**src/rtl/cms_pkg.sv**
```systemverilog
package cms_pkg;

  typedef enum logic [3:0] {
    ST_IDLE,
    ST_RD_CLK,
    ST_WR_SR,
    ST_POLL_IN,
    ST_WR_MODE,
    ST_WR_EN,
    ST_SETTLE,
    ST_WR_SRX,
    ST_POLL_OUT
  } state_t;

  localparam logic [31:0] OFS_SR_CTL   = 32'h30;
  localparam logic [31:0] OFS_SR_STAT  = 32'h28;
  localparam logic [31:0] OFS_CLK_CTL  = 32'h00;
  localparam logic [31:0] OFS_CLK_MODE = 32'h08;

endpackage

```
**src/rtl/cms_req_gen.sv**
```systemverilog
module cms_req_gen
  import cms_pkg::*;
#(
  parameter logic [31:0] SDRC_BASE = 32'hFE00_0400,
  parameter logic [31:0] CLKC_BASE = 32'hFEFF_9A00,
  parameter int unsigned MODE_W    = 4,
  parameter int unsigned MODE_LSB  = 24,
  parameter int unsigned EN_BIT    = 31
) (
  input  state_t            state_i,
  input  logic [MODE_W-1:0] mode_i,
  input  logic [31:0]       clk_val_i,
  output logic [31:0]       addr_o,
  output logic [31:0]       wdata_o,
  output logic              wr_o,
  output logic              rd_o
);

  always_comb begin
    addr_o  = '0;
    wdata_o = '0;
    wr_o    = 1'b0;
    rd_o    = 1'b0;
    case (state_i)
      ST_RD_CLK: begin
        addr_o = CLKC_BASE + OFS_CLK_CTL;
        rd_o   = 1'b1;
      end
      ST_WR_SR: begin
        addr_o  = SDRC_BASE + OFS_SR_CTL;
        wdata_o = 32'h1;
        wr_o    = 1'b1;
      end
      ST_POLL_IN, ST_POLL_OUT: begin
        addr_o = SDRC_BASE + OFS_SR_STAT;
        rd_o   = 1'b1;
      end
      ST_WR_MODE: begin
        addr_o  = CLKC_BASE + OFS_CLK_MODE;
        wdata_o = 32'(mode_i) << MODE_LSB;
        wr_o    = 1'b1;
      end
      ST_WR_EN: begin
        addr_o  = CLKC_BASE + OFS_CLK_CTL;
        wdata_o = clk_val_i | (32'h1 << EN_BIT);
        wr_o    = 1'b1;
      end
      ST_WR_SRX: begin
        addr_o  = SDRC_BASE + OFS_SR_CTL;
        wr_o    = 1'b1;
      end
      default: ;
    endcase
  end

endmodule

```
**src/rtl/cms_settle_timer.sv**
```systemverilog
module cms_settle_timer #(
  parameter int unsigned CYCLES = 256
) (
  input  logic clk_i,
  input  logic rst_ni,
  input  logic run_i,
  output logic expired_o
);

  localparam int unsigned CNT_W = (CYCLES > 1) ? $clog2(CYCLES) : 1;

  logic [CNT_W-1:0] cnt_q;

  assign expired_o = run_i && (cnt_q == CNT_W'(CYCLES - 1));

  always_ff @(posedge clk_i or negedge rst_ni) begin
    if (!rst_ni)         cnt_q <= '0;
    else if (!run_i)     cnt_q <= '0;
    else if (!expired_o) cnt_q <= cnt_q + CNT_W'(1);
  end

  // one step per settle cycle, no skips
  a_r8_count_step: assert property (@(posedge clk_i) disable iff (!rst_ni)
    run_i && $past(run_i) && !$past(expired_o) |-> cnt_q == $past(cnt_q) + CNT_W'(1));

  // every settle window starts from zero
  a_r8_fresh_start: assert property (@(posedge clk_i) disable iff (!rst_ni)
    $rose(run_i) |-> cnt_q == '0);

endmodule

```
**src/rtl/cms_irq_keeper.sv**
```systemverilog
module cms_irq_keeper (
  input  logic clk_i,
  input  logic rst_ni,
  input  logic irq_en_i,
  input  logic save_i,
  input  logic restore_i,
  input  logic hold_i,
  output logic irq_en_o
);

  logic irq_q, saved_q;

  assign irq_en_o = irq_q;

  always_ff @(posedge clk_i or negedge rst_ni) begin
    if (!rst_ni) begin
      irq_q   <= 1'b1;
      saved_q <= 1'b1;
    end else if (save_i) begin
      saved_q <= irq_q;
      irq_q   <= 1'b0;
    end else if (restore_i) begin
      irq_q   <= saved_q;
    end else if (!hold_i) begin
      irq_q   <= irq_en_i;
    end
  end

  // masked immediately after the save
  a_r2_forced_off: assert property (@(posedge clk_i) disable iff (!rst_ni)
    save_i |=> !irq_en_o);

  // restore brings back the saved value
  a_r11_restore: assert property (@(posedge clk_i) disable iff (!rst_ni)
    restore_i |=> irq_en_o == $past(saved_q));

endmodule

```
**src/rtl/clk_mode_seq.sv**
```systemverilog
module clk_mode_seq
  import cms_pkg::*;
#(
  parameter logic [31:0] SDRC_BASE  = 32'hFE00_0400,
  parameter logic [31:0] CLKC_BASE  = 32'hFEFF_9A00,
  parameter int unsigned MODE_W     = 4,
  parameter int unsigned MODE_LSB   = 24,
  parameter int unsigned EN_BIT     = 31,
  parameter int unsigned SETTLE_CYC = 256
) (
  input  logic              clk_i,
  input  logic              rst_ni,
  input  logic              start_i,
  input  logic [MODE_W-1:0] mode_i,
  input  logic              irq_en_i,
  output logic              busy_o,
  output logic              done_o,
  output logic              irq_en_o,
  output logic [31:0]       bus_addr_o,
  output logic [31:0]       bus_wdata_o,
  output logic              bus_wr_o,
  output logic              bus_rd_o,
  input  logic              bus_rdy_i,
  input  logic [31:0]       bus_rdata_i
);

  localparam logic [31:0] MODE_MASK = ((32'h1 << MODE_W) - 32'h1) << MODE_LSB;

  state_t            state_q;
  logic [MODE_W-1:0] mode_q;
  logic [31:0]       clk_q;
  logic              done_q;
  logic              start_ok, finish, settle_exp;

  assign busy_o   = (state_q != ST_IDLE);
  assign done_o   = done_q;
  assign start_ok = start_i && (state_q == ST_IDLE);
  assign finish   = (state_q == ST_POLL_OUT) && bus_rdy_i && !bus_rdata_i[0];

  always_ff @(posedge clk_i or negedge rst_ni) begin
    if (!rst_ni) begin
      state_q <= ST_IDLE;
      mode_q  <= '0;
      clk_q   <= '0;
      done_q  <= 1'b0;
    end else begin
      done_q <= finish;
      case (state_q)
        ST_IDLE:     if (start_ok) begin
                       state_q <= ST_RD_CLK;
                       mode_q  <= mode_i;
                     end
        ST_RD_CLK:   if (bus_rdy_i) begin
                       clk_q   <= bus_rdata_i;
                       state_q <= ST_WR_SR;
                     end
        ST_WR_SR:    if (bus_rdy_i) state_q <= ST_POLL_IN;
        ST_POLL_IN:  if (bus_rdy_i && bus_rdata_i[0]) state_q <= ST_WR_MODE;
        ST_WR_MODE:  if (bus_rdy_i) state_q <= ST_WR_EN;
        ST_WR_EN:    if (bus_rdy_i) state_q <= ST_SETTLE;
        ST_SETTLE:   if (settle_exp) state_q <= ST_WR_SRX;
        ST_WR_SRX:   if (bus_rdy_i) state_q <= ST_POLL_OUT;
        ST_POLL_OUT: if (finish) state_q <= ST_IDLE;
        default:     state_q <= ST_IDLE;
      endcase
    end
  end

  cms_req_gen #(
    .SDRC_BASE(SDRC_BASE), .CLKC_BASE(CLKC_BASE),
    .MODE_W(MODE_W), .MODE_LSB(MODE_LSB), .EN_BIT(EN_BIT)
  ) u_req (
    .state_i  (state_q),
    .mode_i   (mode_q),
    .clk_val_i(clk_q),
    .addr_o   (bus_addr_o),
    .wdata_o  (bus_wdata_o),
    .wr_o     (bus_wr_o),
    .rd_o     (bus_rd_o)
  );

  cms_settle_timer #(.CYCLES(SETTLE_CYC)) u_settle (
    .clk_i    (clk_i),
    .rst_ni   (rst_ni),
    .run_i    (state_q == ST_SETTLE),
    .expired_o(settle_exp)
  );

  cms_irq_keeper u_irq (
    .clk_i    (clk_i),
    .rst_ni   (rst_ni),
    .irq_en_i (irq_en_i),
    .save_i   (start_ok),
    .restore_i(finish),
    .hold_i   (busy_o),
    .irq_en_o (irq_en_o)
  );

  // interrupts masked for the whole run
  a_r2_irq_off_busy: assert property (@(posedge clk_i) disable iff (!rst_ni)
    busy_o |-> !irq_en_o);

  // start while busy leaves the latched mode alone
  a_r3_start_ignored: assert property (@(posedge clk_i) disable iff (!rst_ni)
    busy_o && start_i |=> mode_q == $past(mode_q));

  // mode write touches only the mode field
  a_r6_mode_fields: assert property (@(posedge clk_i) disable iff (!rst_ni)
    bus_wr_o && bus_addr_o == CLKC_BASE + OFS_CLK_MODE |-> (bus_wdata_o & ~MODE_MASK) == '0);

  // control write always carries the enable bit
  a_r7_enable_set: assert property (@(posedge clk_i) disable iff (!rst_ni)
    bus_wr_o && bus_addr_o == CLKC_BASE + OFS_CLK_CTL |-> bus_wdata_o[EN_BIT]);

  // request held until accepted
  a_r10_req_hold: assert property (@(posedge clk_i) disable iff (!rst_ni)
    (bus_wr_o || bus_rd_o) && !bus_rdy_i |=>
      (bus_wr_o || bus_rd_o) && $stable(bus_addr_o) && $stable(bus_wdata_o) && $stable(bus_wr_o));

  // one kind of access at a time
  a_r10_one_strobe: assert property (@(posedge clk_i) disable iff (!rst_ni)
    !(bus_wr_o && bus_rd_o));

  // done is a single idle-cycle pulse
  a_r11_done_idle: assert property (@(posedge clk_i) disable iff (!rst_ni)
    done_o |-> !busy_o);
  a_r11_done_pulse: assert property (@(posedge clk_i) disable iff (!rst_ni)
    done_o |=> !done_o);

endmodule

```
**config.mk**
```make
export PLATFORM = sky130hd
export DESIGN_NAME = clk_mode_seq
export DESIGN_NICKNAME = d
export VERILOG_FILES = /design/src/rtl/cms_pkg.sv /design/src/rtl/cms_req_gen.sv /design/src/rtl/cms_settle_timer.sv /design/src/rtl/cms_irq_keeper.sv /design/src/rtl/clk_mode_seq.sv
export SDC_FILE = /design/constraint.sdc
export NUM_CORES = 1
export LEC_CHECK = 0
export ABC_AREA = 1
export CORE_ASPECT_RATIO = 0.9
export CORE_MARGIN = 4
export CORE_UTILIZATION = 45
export CTS_CLUSTER_DIAMETER = 200
export DETAILED_ROUTE_END_ITERATION = 8
export PLACE_DENSITY = 0.92
export SLEW_MARGIN = 10
export SYNTH_ARGS = -nofsm -noshare
export SYNTH_HDL_FRONTEND = slang
export SYNTH_HIERARCHICAL = 1
export SYNTH_SLANG_ARGS = --single-unit
```
**constraint.sdc**
```tcl
create_clock -name clk_i -period 3.5 [get_ports clk_i]
set_input_delay 0.35 -clock clk_i [delete_from_list [all_inputs] [get_ports clk_i]]
set_output_delay 0.35 -clock clk_i [all_outputs]
set_load 0.01 [all_outputs]
```
# Yosys cells after proc, flatten, opt, wreduce, memory -nomap -nowiden
# Index checks and enable logic that the tools add are counted.
# W data, S select, Z words.
[word_totals]
ff_bits = 50
latch_bits = 0
ramBits = 0
romBits = 0
input_bits = 41
output_inout_bits = 69
word_cells = 63
n_memories = 0
[classes]
add_sub_neg = 1
mul = 0
div_mod_pow = 0
magnitude_cmp = 0
eq_ne = 20
shifts = 0
mux = 19
bitwise = 0
reduce_logical = 16
[ops]
columns = ["cell", "n"]
rows = [
  ["$pmux W32 S4", 1],
  ["$pmux W32 S3", 1],
  ["$mux W4", 9],
  ["$pmux W4 S9", 1],
  ["$ne A2 B2 Y1 const B", 10],
  ["$eq A4 B3 Y1 const B", 4],
  ["$mux W8", 2],
  ["$reduce_and A9 Y1", 1],
  ["$add A8 B1 Y8 const B", 1],
  ["$eq A4 B2 Y1 const B", 2],
  ["$eq A8 B8 Y1 const B", 1],
  ["$reduce_or A2 Y1", 3],
  ["$logic_and A1 B1 Y1", 5],
  ["$mux W1", 5],
  ["$eq A4 B1 Y1 const B", 1],
  ["$eq A4 B4 Y1 const B", 1],
  ["$logic_not A4 Y1", 1],
  ["$reduce_and A2 Y1", 2],
  ["$reduce_bool A4 Y1", 1],
  ["$reduce_or A4 Y1", 1],
  ["$ne A3 B3 Y1 const B", 1],
  ["$reduce_or A3 Y1", 1],
  ["$logic_not A1 Y1", 1],
]

# Logic depth before layout (Yosys ltp)
# Gate-level depths: netlist of run 1.
[depth]
word_depth = 5
depth_mapped = 14
ltp_nobuf = 13

# Cells and area by module
# Netlist of run 1, hierarchy kept.
[by_module_without_submodules]
columns = ["module", "instances", "cells_per_inst", "area_per_inst_um2", "seq_area_each_um2"]
rows = [
  ["clk_mode_seq", 1, 207, 1948.1, 1026.0],
  ["cms_req_gen", 1, 131, 636.9, 0.0],
  ["cms_settle_timer", 1, 61, 476.7, 200.2],
  ["cms_irq_keeper", 1, 14, 98.8, 52.6],
]

# Least setup slack after synthesis of run 1
# Ideal clock, no wire load.
[synth_timing]
kind = "register to output"
startpoint = "register state_q[3]"
endpoint = "output port bus_addr_o[11]"
t_arrival_ps = 1745
path_slack_ps = 1405
path_stages_with_launch = 5
n_path_buf = 1
cell_sequence = "dfrtp_1 > inv_1 > nand2_1 > o21ai_0 > buf_4"
[synth_via]
elab_chain_len = 3
[synth_rtl]
columns = ["item", "line_no", "text"]
rows = [
  ["start, declared", "clk_mode_seq.sv:29", "state_t state_q;"],
  ["start signal, assigned", "clk_mode_seq.sv:42", "state_q <= ST_IDLE;"],
  ["start signal, assigned", "clk_mode_seq.sv:50", "state_q <= ST_RD_CLK;"],
  ["start signal, assigned", "clk_mode_seq.sv:55", "state_q <= ST_WR_SR;"],
  ["$eq A4 B2 Y1, or another cell as far along", "cms_req_gen.sv:24", "case (state_i)"],
  ["$reduce_or A2 Y1, on equally long branches", "--", ""],
  ["$pmux W32 S4 *", "cms_req_gen.sv:24", ""],
  ["end, declared", "clk_mode_seq.sv:19", "output logic [31:0] bus_addr_o,"],
]
# Mark *: on every way between the ends. The rest lies on a longest branch, timed or not.

# Worst setup path after layout of run 1
[layout_timing]
startpoint = "register state_q[3]"
endpoint = "output port bus_addr_o[22]"
# The elaborated chain is that of the path after synthesis.

==> results of run 1 <==
power by group through the flow:
stage          clock network [W]  registers (W)  logic, W
2_1_floorplan                  0       0.000938   0.00130
3_3_place_gp                   0       0.000965   0.00174
3_5_place_dp                   0       0.000979   0.00179
4_1_cts                 0.000499       0.000969   0.00180
5_1_grt                 0.000522        0.00100   0.00198
6_report                0.000491       0.000968   0.00177
cell type report:
cell class / count / area, µm² / area share (%)
well taps: 90 / 113 / 2.74
flip-flops and latches: 50 / 1250 / 30.5
clock buffers: 6 / 82.6 / 2.01
inverters: 88 / 335 / 8.15
clock inverters: 2 / 60.1 / 1.46
repair buffers: 102 / 1010 / 24.6
multi-input cells: 243 / 1260 / 30.6
final timing paths:
| check | endpoint | slack [ns] |
|---|---|---|
| setup / recovery | bus_addr_o[22] | 0.67 |
| hold / removal | u_settle/cnt_q[0] | 0.05 |
| setup reg to reg | state_q[2] | 1.47 |
| hold reg to reg | u_irq/saved_q | 0.47 |
| max in group asynchronous | state_q[0] | 3.04 |
| min in group clk_i | u_irq/saved_q | 0.47 |
per-stage QoR:
stage               util [%]  worst slack (ns)
floorplan                  -              1.41
global placement        59.6              1.08
detailed placement      59.6             0.960
CTS                     61.8             0.624
global route            61.8             0.410
finish                  61.8             0.673
worst max-delay path: cells and delay by family (launching register included):
| kind | cells | cell delay (ns) |
|---|---|---|
| buffers and inverters | 2 | 0.84 |
| AOI/OAI and AO/OA | 1 | 0.76 |
| DFF | 1 | 0.51 |
| and+or+nand+nor | 1 | 0.07 |
layout by cell type (no fill, tap or decap), types with 2 or more instances in the layout:
cell / count
nand2_1: 107
clkdlybuf4s50_1: 98
inv_1: 83
dfrtp_1: 48
nor2_1: 43
o21ai_2: 31
nand3_1: 17
conb_1: 9
nor2_4: 6
nand2_2: 6
clkbuf_8: 6
nor2_2: 5
inv_2: 4
o21ai_0: 4
buf_4: 4
nand2_4: 3
nand3_2: 2
nor3_1: 2
bufinv_16: 2
dfstp_2: 2
registers in the layout, indices dropped and copies added, names as in the netlist:
name            cells
clk_q              31
done_o              1
mode_q              4
state_q             4
u_irq/irq_en_o      1
u_irq/saved_q       1
u_settle/cnt_q      8
routing by layer:
metal  routed length [µm]  share of wire [%]
met2                 3210                 50
met4                   35               0.55
met5                    0                  0
met3                  512                8.0
met1                 2630                 41
==> summary.txt, run 1 <==
Detailed routing
  – First-pass iteration count of the detailed router: 4
  – Total routed wirelength: 6.39 mm
  – DR iter-0 viols: 127
  – # DRC: 0
  – Vias/cell: 4.49
  – Vias: around 2600
  – Post-route ant nets: 0
  – Drt wl/cell: approximately 11 µm

Timing
  – Relative slew slack: a little over a third
  – Setup_tns: 0 ns
  – Final count of hold timing violations: 0
  – Layout Skew: approximately 0.0048 ns
  – Highest clock rate: between 300 and 400 MHz
  – Worst slew pin tran: a little under 1 ns
  – Final Max Slew Viols: 0
  – Period utilization: 80.8%
  – Minimum clock period: around 2.8 ns
  – Unrepaired setup endpoints after global routing: no
  – Hold_ws: approximately 0.053 ns
  – Setup violators final: 0

Floorplanning
  – Initial Utilization: 46.9%
  – # IOs: 110
  – Rows: 28
  – Core ar.: roughly 6700 µm²
  – Die Span X: roughly 96 µm
  – Total die area: 8330 µm²
  – Die height: about 87 µm

Power and ir drop
  – Clock group share of total power: 15.2%
  – Flop pwr share: between 20% and 30%
  – Internal Power: ~0.002 W
  – Peak supply drop: between 0.3 and 0.4 mV
  – Switching power total: around 0.0013 W
  – Combinational power share: a little over half
  – Static Leak: 2.08 nW
  – Power Total: 0.00323 W
  – Power per Cell Area: about 790 nW/µm²
  – Switching Share: about two fifths

Clock tree
  – Postcts setup bufs: 0
  – Post-cts resize count: 0
  – Clock Sinks: 50
  – Hold Buf Count CTS: 0
  – CTS tree: done
  – Clock Pin Slew Worst Setup and Hold Paths: 0.09 ns
  – Clk_lat worst skew: 0.30 ns
  – H-tree levels: 2
  – CTS Buf Count: 5
  – Clk buf depth: 2
  – Root Buffer: clkbuf_8

Synth
  – Mapped Area: between 3000 and 4000 µm²
  – Syn_area_per_cell: roughly 7.6 µm²
  – Syn Inst Count: a little over 400
  – Synth Warn #: 6

Setup path
  – Highest fanout seen on the critical path: 12
  – CP Launch Type: flip-flop
  – Critical-path cell list: inv_1 > nand2_1 > o21ai_0 > clkdlybuf4s50_1
  – CP Data Arrival Time: 2.48 ns
  – Worst Path Required: between 3 and 4 ns
  – Critical Path Source: state_q[3]
  – Slowest CP cell: o21ai_0
  – Worst Path Class, Setup: flip-flop to primary output
  – Slowest stage delay, CP: roughly 0.76 ns
  – R2R cell count: 14
  – CP endpoint kind: primary output
  – Worst R2R Start: state_q[2]

Run status
  – Status: completed

GRT
  – GRT overflow: 0
  – Largest net degree at the start of global routing: 51
  – Gr busiest metal: met2
  – Grt met1 use: 18.5%
  – Met3 Track Usage GR: ~4.1%
  – First-pass GRT wire length: roughly 11 mm
  – Gr usage total: around 16%
  – Initial antenna violation count: 0
  – Vias in the first global route: approximately 2500
  – Met2 GRT Util: 29.2%

Min path
  – Hold Crit Class: input port to asynchronous set/reset pin

Final layout
  – Ant diodes: 0
  – Share of cells above drive strength 1: about 15%
  – Finished Cell Area: ~4100 µm²
  – Filler cells: between 500 and 600
  – Final Non-Filler Cells: roughly 580
  – Fin nets: 532
  – P&R area growth vs syn: 31.9%

Placed design
  – Post-DP Area: approximately 4000 µm²
  – Post-DP HPWL: 4.99 mm
  – Input/output buffers: 99
  – Placed cells: roughly 570
  – Gpl congestion: a little under 0.9

Flow run
  – Max-cap violation count: 0
(Power assumes the default switching activity.)
==> run 2, diff against run 1 <==
- clock period: 3.5 -> 2.66 ns (I/O delays scaled with it)
==> run 2 against run 1 <==
Effect of this change: critical path depth up 2; via count up 0.84%; register-to-register slack worse by 0.88 ns; power up 25%; non-clock buffer count up 4; largest power group unchanged; clock skew down 0.00068 ns; sequential share of layout area up 0.25 points; cell count up 0.52%; clock power down 17%; first-iteration DRC count up 25%; flip-flop and latch count unchanged; largest cell class unchanged; final area down 0.70%; critical path type unchanged; highest routed layer unchanged.
==> summary.txt, run 2 (synthesis gave the netlist of run 1 again) <==
Final layout
  – Share of cells above drive strength 1: 16.0% (was 15.3%)
  – Most frequent cells in the layout: nand2_1, clkdlybuf4s50_1, inv_1 (unchanged)
  – Finished Cell Area: 4090 µm² (was 4120 µm²)
  – P&R area growth vs syn: 31.0% (was 31.9%)
  – Reg with most FFs: clk_q (unchanged)
  – Final core occ: 61.4% (was 61.8%)
  – Commonest non-fill, non-tap cell in the layout: nand2_1 (unchanged)
  – Ant diodes: 0 (unchanged)
  – Top Registers: clk_q x31, u_settle/cnt_q x8 (unchanged)
  – Max reg flops: 31 (unchanged)
  – Fin nets: 536 (was 532)

Detailed routing
  – First-pass iteration count of the detailed router: 4 (unchanged)
  – # DRC: 0 (unchanged)
  – DR iter-0 viols: 159 (was 127)
  – Vias: 2628 (was 2606)
  – Post-route ant nets: 0 (unchanged)
  – Total routed wirelength: 6.59 mm (was 6.39 mm)
  – Drt wl/cell: 11.3 µm (was 11.0 µm)
  – Vias/cell: 4.50 (was 4.49)

Setup path
  – Highest fanout seen on the critical path: 27 (was 12)
  – Worst Path Required: 2.39 ns (was 3.15 ns)
  – CP endpoint kind: primary output (unchanged)
  – Top cell by count, worst path: nand2_1
  – Slowest stage delay, CP: 0.54 ns (was 0.76 ns)
  – Critical-path cell list: nor2_2 > nand2_4 > inv_2 > nand2_1 > nand2_1 > clkdlybuf4s50_1 (was inv_1 > nand2_1 > o21ai_0 > clkdlybuf4s50_1)
  – Worst Path Class, Setup: flip-flop to primary output (unchanged)
  – Slowest CP cell: clkdlybuf4s50_1 (was o21ai_0)
  – CP Data Arrival Time: 2.12 ns (was 2.48 ns)
  – CP Launch Type: flip-flop (unchanged)

Floorplanning
  – Rows: 28 (unchanged)
  – # IOs: 110 (unchanged)
  – Die Span X: 95.8 µm (unchanged)
  – Die height: 87.0 µm (unchanged)
  – Total die area: 8330 µm² (unchanged)
  – Initial Utilization: 46.9% (unchanged)
  – Core ar.: 6660 µm² (unchanged)

Timing
  – Setup_tns: 0 ns (unchanged)
  – Final count of hold timing violations: 0 (unchanged)
  – Final Max Slew Viols: 0 (unchanged)
  – Layout Skew: 0.00409 ns (was 0.00477 ns)
  – Minimum clock period: between 2 and 2.5 ns
  – Period utilization: 89.7%
  – Worst slew pin tran: 0.584 ns (was 0.967 ns)
  – PnR worst setup slack: 0.273 ns (was 0.673 ns)
  – Unrepaired setup endpoints after global routing: no (unchanged)
  – Relative slew slack: 61.1% (was 34.8%)
  – Setup violators final: 0 (unchanged)
  – Highest clock rate: between 400 and 500 MHz

GRT
  – Initial antenna violation count: 0 (unchanged)
  – Largest net degree at the start of global routing: 33 (was 51)
  – First-pass GRT wire length: 11.0 mm (was 10.7 mm)
  – Vias in the first global route: 2553 (was 2528)
  – Gr usage total: 16.5% (was 15.9%)
  – GRT overflow: 0 (unchanged)

Clock tree
  – Root Buffer: clkbuf_8 (unchanged)
  – CTS Buf Count: 5 (unchanged)
  – Clk_lat worst skew: 0.29 ns (was 0.30 ns)
  – Clock Sinks: 50 (unchanged)
  – H-tree levels: 2 (unchanged)
  – Clock Pin Slew Worst Setup and Hold Paths: 0.08 ns (was 0.09 ns)
  – Postcts setup bufs: 0 (unchanged)
  – CTS tree: done (unchanged)
  – Clk buf depth: 2 (unchanged)

Placed design
  – Post-DP Area: 3990 µm² (was 3970 µm²)
  – Input/output buffers: 99 (unchanged)
  – Gpl congestion: 0.894 (was 0.867)
  – Setup slack at placement: 0.344 ns (was 0.960 ns)
  – Post-DP HPWL: 5.18 mm (was 4.99 mm)

Flow run
  – Max-cap violation count: 0 (unchanged)

Power and ir drop
  – Static Leak: 2.07 nW (was 2.08 nW)
  – Peak supply drop: 0.370 mV (was 0.324 mV)
  – Power per Cell Area: 992 nW/µm² (was 785 nW/µm²)

Min path
  – Hold Crit Class: flip-flop to flip-flop (was input port to asynchronous set/reset pin)

Run status
  – Status: completed (unchanged)
## run 2: metrics by stage
stage               hold slack, ns  instances  power [W]
floorplan                  -0.0296        417    0.00294
global placement             0.296        576    0.00358
detailed placement           0.306        576    0.00368
CTS                          0.468        584    0.00411
global route                 0.478        584    0.00442
finish                       0.462        584    0.00406
## run 2: layout make-up
| class | instances | area [µm²] |
|---|---|---|
| clock buffers | 5 | 68.8 |
| clock inverters | 2 | 10.0 |
| fillers | 573 | 2570 |
| inverters | 88 | 335 |
| multi-input cells | 243 | 1260 |
| flip-flops and latches | 50 | 1250 |
| well taps | 90 | 113 |
| repair buffers | 106 | 1040 |
## run 2: metal layers
metal,GRT usage [%],up-vias,wire (µm)
met2,30.9,88,3370
met5,0,-,0
met3,3.80,9,551
met4,4.78,0,89
li1,-,1341,-
met1,18.6,1190,2580
## run 2: path summary, 6_finish.rpt
| path | slack (ns) | end | start | cells past startpoint |
|---|---|---|---|---|
| worst max-delay path | 0.27 | bus_wdata_o[25] | state_q[1] | 6 |
| worst min-delay path | 0.46 | u_irq/saved_q | u_irq/saved_q | 2 |
| worst max register to register | 0.59 | state_q[1] | state_q[1] | 13 |
| worst min register to register | 0.46 | u_irq/saved_q | u_irq/saved_q | 2 |
| max in group asynchronous | 1.37 | u_irq/saved_q | rst_ni | 3 |
| min in group asynchronous | 0.50 | clk_q[1] | rst_ni | 2 |
## run 2: timing repair
action / 4_1_cts / 5_1_grt
hold endpoints to repair: 25 / 0
hold buffers: 1 / 0
gates resized for setup: 0 / 3
endpoints found under the setup margin: 0 / 16
## run 2: power by group
part           total [W]  internal [W]  switching, W
sequential       0.00125       0.00106      0.000193
combinational    0.00240       0.00115       0.00124
clock           0.000409      0.000177      0.000232
total            0.00406       0.00239       0.00167
## run 2: critical path: cells and delay by family, from the launching register on
family | cells | cell delay (ns)
AND/OR/NAND/NOR | 4 | 0.59
buffers and inverters | 2 | 0.71
flip-flops | 1 | 0.52
==> run 3, diff against run 2 <==
- ABC_CLOCK_PERIOD_IN_PS: default -> 2660
==> results of run 3 <==
Same layout as run 2: the final DEF is identical, and so are final timing and power.
